--- src/rtl/fetch_seq.sv ---
module fetch_seq #(
  parameter int PCW = 21,
  parameter int AW  = 6
) (
  input  logic           clk,
  input  logic           rst,
  input  logic           ld_en,
  input  logic [AW-1:0]  ld_addr,
  input  logic [15:0]    ld_data,
  input  logic           skip_req,
  output logic [PCW-1:0] pc,
  output logic           out_valid,
  output logic [PCW-1:0] out_pc,
  output logic [15:0]    out_first,
  output logic [15:0]    out_second,
  output logic           out_two,
  output logic           out_nop,
  output logic           out_jump,
  output logic [PCW-1:0] out_target
);

  localparam int DEPTH = 2 ** AW;

  function automatic logic is_ctl(input logic [15:0] w);
    return (w[15:8] == 8'hEF) || (w[15:9] == 7'b1110110);
  endfunction

  function automatic logic is_lead(input logic [15:0] w);
    return (w[15:12] == 4'hC) || is_ctl(w) || (w[15:6] == 10'b1110111000);
  endfunction

  logic [15:0]    mem [DEPTH];
  logic [15:0]    mem_q, first_q;
  logic           primed, pend, pend_n, hold_first;
  logic [PCW-1:0] nxt, seq, abs_tgt, rel_tgt;

  assign seq     = pc + PCW'(2);
  assign abs_tgt = PCW'({mem_q[11:0], first_q[7:0], 1'b0});
  assign rel_tgt = seq + PCW'({{(PCW-12){mem_q[10]}}, mem_q[10:0], 1'b0});

  always_ff @(posedge clk)
    if (ld_en) mem[ld_addr] <= ld_data;

  always_ff @(posedge clk)
    mem_q <= mem[nxt[AW:1]];

  always_ff @(posedge clk) begin
    if (rst) begin
      pc      <= '0;
      primed  <= 1'b0;
      pend    <= 1'b0;
      first_q <= '0;
    end else begin
      pc     <= nxt;
      primed <= 1'b1;
      pend   <= pend_n;
      if (hold_first) first_q <= mem_q;
    end
  end

  always_comb begin
    nxt        = pc;
    pend_n     = pend;
    hold_first = 1'b0;
    out_valid  = 1'b0;
    out_two    = 1'b0;
    out_nop    = 1'b0;
    out_jump   = 1'b0;
    out_first  = mem_q;
    out_second = '0;
    out_pc     = pc;
    if (!primed) begin
      nxt = pc;
    end else if (pend) begin
      out_valid  = 1'b1;
      out_two    = 1'b1;
      out_first  = first_q;
      out_second = mem_q;
      out_pc     = pc - PCW'(2);
      pend_n     = 1'b0;
      if (is_ctl(first_q)) begin
        out_jump = 1'b1;
        nxt      = abs_tgt;
      end else begin
        nxt = seq;
      end
    end else if (skip_req) begin
      nxt = seq;
    end else if (is_lead(mem_q)) begin
      nxt        = seq;
      pend_n     = 1'b1;
      hold_first = 1'b1;
    end else if (mem_q[15:12] == 4'hF) begin
      out_valid = 1'b1;
      out_nop   = 1'b1;
      nxt       = seq;
    end else if (mem_q[15:12] == 4'hD) begin
      out_valid = 1'b1;
      out_jump  = 1'b1;
      nxt       = rel_tgt;
    end else begin
      out_valid = 1'b1;
      nxt       = seq;
    end
  end

  assign out_target = nxt;

  assert_reset_idle_R1: assert property (@(posedge clk) rst |=> (pc == '0 && !out_valid));
  assert_pc_even_R2: assert property (@(posedge clk) disable iff (rst) pc[0] == 1'b0);
  assert_pair_closes_R4: assert property (@(posedge clk) disable iff (rst) pend |=> !pend);
  assert_pair_shown_R4: assert property (@(posedge clk) disable iff (rst) pend |-> (out_valid && out_two));
  assert_nop_alone_R7: assert property (@(posedge clk) disable iff (rst) out_nop |-> !out_two);
  assert_skip_step_R8: assert property (@(posedge clk) disable iff (rst)
    (primed && !pend && skip_req) |=> (pc == $past(pc) + PCW'(2)));
  assert_target_taken_R11: assert property (@(posedge clk) disable iff (rst)
    out_valid |=> (pc == $past(out_target)));

endmodule

--- config.mk ---
export PLATFORM = sky130hd
export DESIGN_NAME = fetch_seq
export DESIGN_NICKNAME = d
export VERILOG_FILES = /design/src/rtl/fetch_seq.sv
export SDC_FILE = /design/constraint.sdc
export NUM_CORES = 1
export LEC_CHECK = 0
export BUFFER_PORTS_ARGS = -buffer_cell sky130_fd_sc_hd__buf_2
export CAP_MARGIN = 0
export CORE_UTILIZATION = 34
export CTS_BUF_LIST = sky130_fd_sc_hd__clkbuf_4 sky130_fd_sc_hd__clkbuf_8
export CTS_CLUSTER_DIAMETER = 40
export CTS_CLUSTER_SIZE = 10
export DETAILED_ROUTE_END_ITERATION = 8
export MAX_ROUTING_LAYER = met4
export SLEW_MARGIN = 10
export SYNTH_ARGS = -nofsm -noshare
export SYNTH_HDL_FRONTEND = slang
export SYNTH_SLANG_ARGS = --single-unit
--- constraint.sdc ---
create_clock -name clk -period 10.6 [get_ports clk]
set_input_delay 0 -clock clk [delete_from_list [all_inputs] [get_ports clk]]
set_output_delay 0 -clock clk [all_outputs]
set_load 0.03 [all_outputs]
==> results.json <==
{
  "worstPathMaxFanout": 8,
  "p_int_mw": 6.86,
  "rsz0062_at_grt": "no",
  "end_kind": "primary output",
  "start_util_pct": 34.3,
  "wl_met3_mm": 10.1,
  "rr_startpoint": "primed$_DFF_P_",
  "vias": 29800,
  "synth-seq-cells": 1079,
  "synth_edf_count": 1024,
  "worstHoldPathCells": 3,
  "status": "finished, final reports clean",
  "dr_wl_met2_mm": 59.0,
  "route.detailed.drc": 0,
  "switching_power_mw": 3.19,
  "grt_overflow": 0,
  "io_pins": 125,
  "syn_to_final_growth_pct": 13.2,
  "synthXorXnorAreaFrac_pct": 0.948,
  "synthFlopType": "edfxtp_1",
  "clock_skew_ps": 44.1,
  "met1_length_mm": 54.8,
  "top_layer_used": "met4",
  "gp_congestion": 0.864,
  "power_frac_clock_pct": 31.7,
  "synth_seq_area_share_pct": 71.8,
  "final_util_pct": 38.8,
  "final_cell_mix": "1117 x nand2_1, 1024 x edfxtp_1, 531 x nand3_1, 152 x clkbuf_8, 136 x nand4_1",
  "design_power_total_mw": 10.0,
  "yosys_warnings": 0,
  "p_seq_share_pct": 48.4,
  "root_buffer": "clkbuf_8",
  "drv_cap": 0,
  "mostFrequentLayoutCell": "nand2_1",
  "drive_above_1_share_pct": 12.6,
  "hold_class": "input port to flop",
  "layout.nets": 3896,
  "fillers": 12500,
  "fin_crit_sh_pct": 53.6,
  "wl_mm": 127,
  "synth_area_per_cell_sq_um": 12.1,
  "port_buffers": 124,
  "grt_pass1_vias": 28000,
  "required_ps": 10600,
  "synth_compound_area_share_pct": 2.95,
  "rrSetupSlack_ps": 5090,
  "clock_path_buffers": 3,
  "synthMuxAreaShare_pct": 0.553,
  "path_class": "flop to primary output",
  "post_synth_and_or_nand_nor_area_fraction_pct": 20.6,
  "syn_inst": 3676,
  "cts_max_level": 4,
  "grt.total_usage_pct": 19.5,
  "wl_per_cell_um": 22.3,
  "rows": 132,
  "slew_headroom_pct": 15.4,
  "design.core.area_sq_um": 129000,
  "cp-start-kind": "flop",
  "fin_tns_setup_ps": 0,
  "hold_viol_final": 0,
  "die_x_um": 363,
  "cts_tree": "yes",
  "power.density_nw_per_um2": 200,
  "syn_area_sq_um": 44400,
  "grt_first_pass_wirelength_mm": 186,
  "insertion_delay_ps": 870,
  "p_sw_share_pct": 31.8,
  "dieArea_sq_um": 132000,
  "cts_sinks": 1079,
  "slew_viol_final": 0,
  "viasPerCell": 5.25,
  "r2r_cells": 14,
  "firstDrtPassIters": 5,
  "synth-adder-area-share_pct": 0.722,
  "dp_hpwl_mm": 71.9,
  "grt_max_degree": 168,
  "reg2reg_to": "mem_q[1]$_DFF_P_",
  "synth_top_family_by_area": "simple AND/OR/NAND/NOR gates",
  "post_cts_resized": 0,
  "postRouteAntennaNets": 0,
  "power_leakage_nw": 17.4,
  "drt_iter0_drc": 3450,
  "worst_pin_slew_ps": 1270,
  "pwr-share-comb_pct": 19.9,
  "antenna_found_initial": 4,
  "setup_violations": 0,
  "fin_crit_ps": 5680,
  "synth_cell_types": 68,
  "syn_nets": 3727,
  "ys_async_sr_fraction_pct": 0,
  "clk_pin_slew_ps": 60,
  "fmax_ghz": 0.176,
  "crit_arrival_ps": 5680,
  "hold_start": "rst",
  "hold-path-endpoint": "first_q[10]$_SDFFE_PP0P_",
  "die_h_um": 363,
  "ir_drop_mv": 0.162,
  "numCtsBuffers": 143
}
-- power by group through the flow --
stage               Combinational [mW]  Clock (mW)  Sequential [mW]
CTS                               2.00        3.24             4.86
detailed placement                1.99           0             4.95
global placement                  1.98           0             4.95
finish                            2.00        3.18             4.86
global route                      2.16        3.39             4.87
floorplan                         1.25           0             4.88
-- per-stage QoR --
stage | std cells | hold slack, ps | setup slack (ps) | instance area, sq um
final | 5688 | 242 | 4920 | 50200
after global routing | 5687 | 243 | 4500 | 50200
after CTS | 5685 | 186 | 4830 | 50200
after detailed placement | 5412 | 432 | 5250 | 47100
after global placement | 5412 | 426 | 5280 | 47100
after floorplan | 3676 | 98.9 | 6610 | 44400
-- cell usage after synthesis (3+ instances only) --
cell type	instances	area (sq um)
xor2_1	22	193
nand4_1	136	851
or3_1	5	31.3
nand3_1	531	2660
or2_2	3	18.8
clkbuf_1	116	435
a21o_1	8	60.1
a211oi_1	6	45.0
xnor2_1	26	228
mux2i_1	23	230
o21a_1	12	90.1
o21ai_0	30	150
buf_1	4	15.0
nand2b_1	7	43.8
or4_1	4	30.0
o211ai_1	5	37.5
and4_1	20	175
nor2_1	154	578
nor2b_1	11	68.8
inv_1	25	93.8
nor4_1	8	50.1
nor3_1	19	95.1
o22ai_1	3	18.8
a21oi_1	27	135
dfxtp_1	55	1100
ha_1	24	300
nand3b_1	4	30.0
a31oi_1	3	18.8
edfxtp_1	1024	30700
a22oi_1	65	488
nand2_1	1117	4190
buf_2	104	521
and3_1	19	119
and2_1	15	93.8
-- sequential cells by signal, summed over array words and instances (netlist names) --
name / count
first_q: 16
mem_q: 16
primed: 1
pend: 1
mem: 1024
pc: 21
-- logic make-up after synthesis --
| kind of cell | count (synthesis) |
|---|---|
| and+or+nand+nor | 2064 |
| muxes | 24 |
| buffers and inverters | 251 |
| xor gates and xnor gates | 48 |
| AOI/OAI and AO/OA | 185 |
| adders and majority gates | 25 |
| DFF | 1079 |
-- area by class of cell --
cell class	instances	area [sq um]	share of cell area, %
Sequential cell	1079	31900	63.4
Multi-Input combinational cell	2346	11600	23.0
Clock buffer	191	2380	4.75
Tap cell	1742	2180	4.34
Timing Repair Buffer	249	1680	3.35
Clock inverter	52	453	0.902
Inverter	26	105	0.209
Antenna cell	3	7.51	0.0149
-- worst max-delay path, stage by stage, from the launching register on --
cell	delay, ps
dfxtp_1	460
ha_1	240
nand3_1	240
nor4_1	890
nand3_1	300
xnor2_1	470
ha_1	390
a21o_1	200
a21o_1	170
a211oi_1	360
o21ai_0	140
mux2i_1	170
o21bai_1	110
a21oi_1	410
buf_2	290
-- worst max-delay path by stage --
stage	startpoint	slack, ps	cells past startpoint	to
floorplan	pc[2]$_SDFF_PP0_	6610	12	pc[16]$_SDFF_PP0_
global placement	primed$_DFF_P_	5280	14	mem_q[1]$_DFF_P_
detailed placement	primed$_DFF_P_	5250	14	mem_q[10]$_DFF_P_
CTS	pc[2]$_SDFF_PP0_	4830	14	out_target[20]
global route	pc[2]$_SDFF_PP0_	4500	16	out_target[20]
finish	pc[2]$_SDFF_PP0_	4920	14	out_target[20]
-- per-layer routing --
layer  vias to the layer above  track usage, %
li1                      13600               -
met4                         0            5.63
met3                       177            3.28
met2                      1244            30.1
met5                         -               -
met1                     14800            26.5
-- timing repair --
item	4_1_cts	5_1_grt
hold buffers	30	0
setup buffers	0	0
hold endpoints to repair	1195	0
No activity file was read; power rests on OpenSTA's default activity.
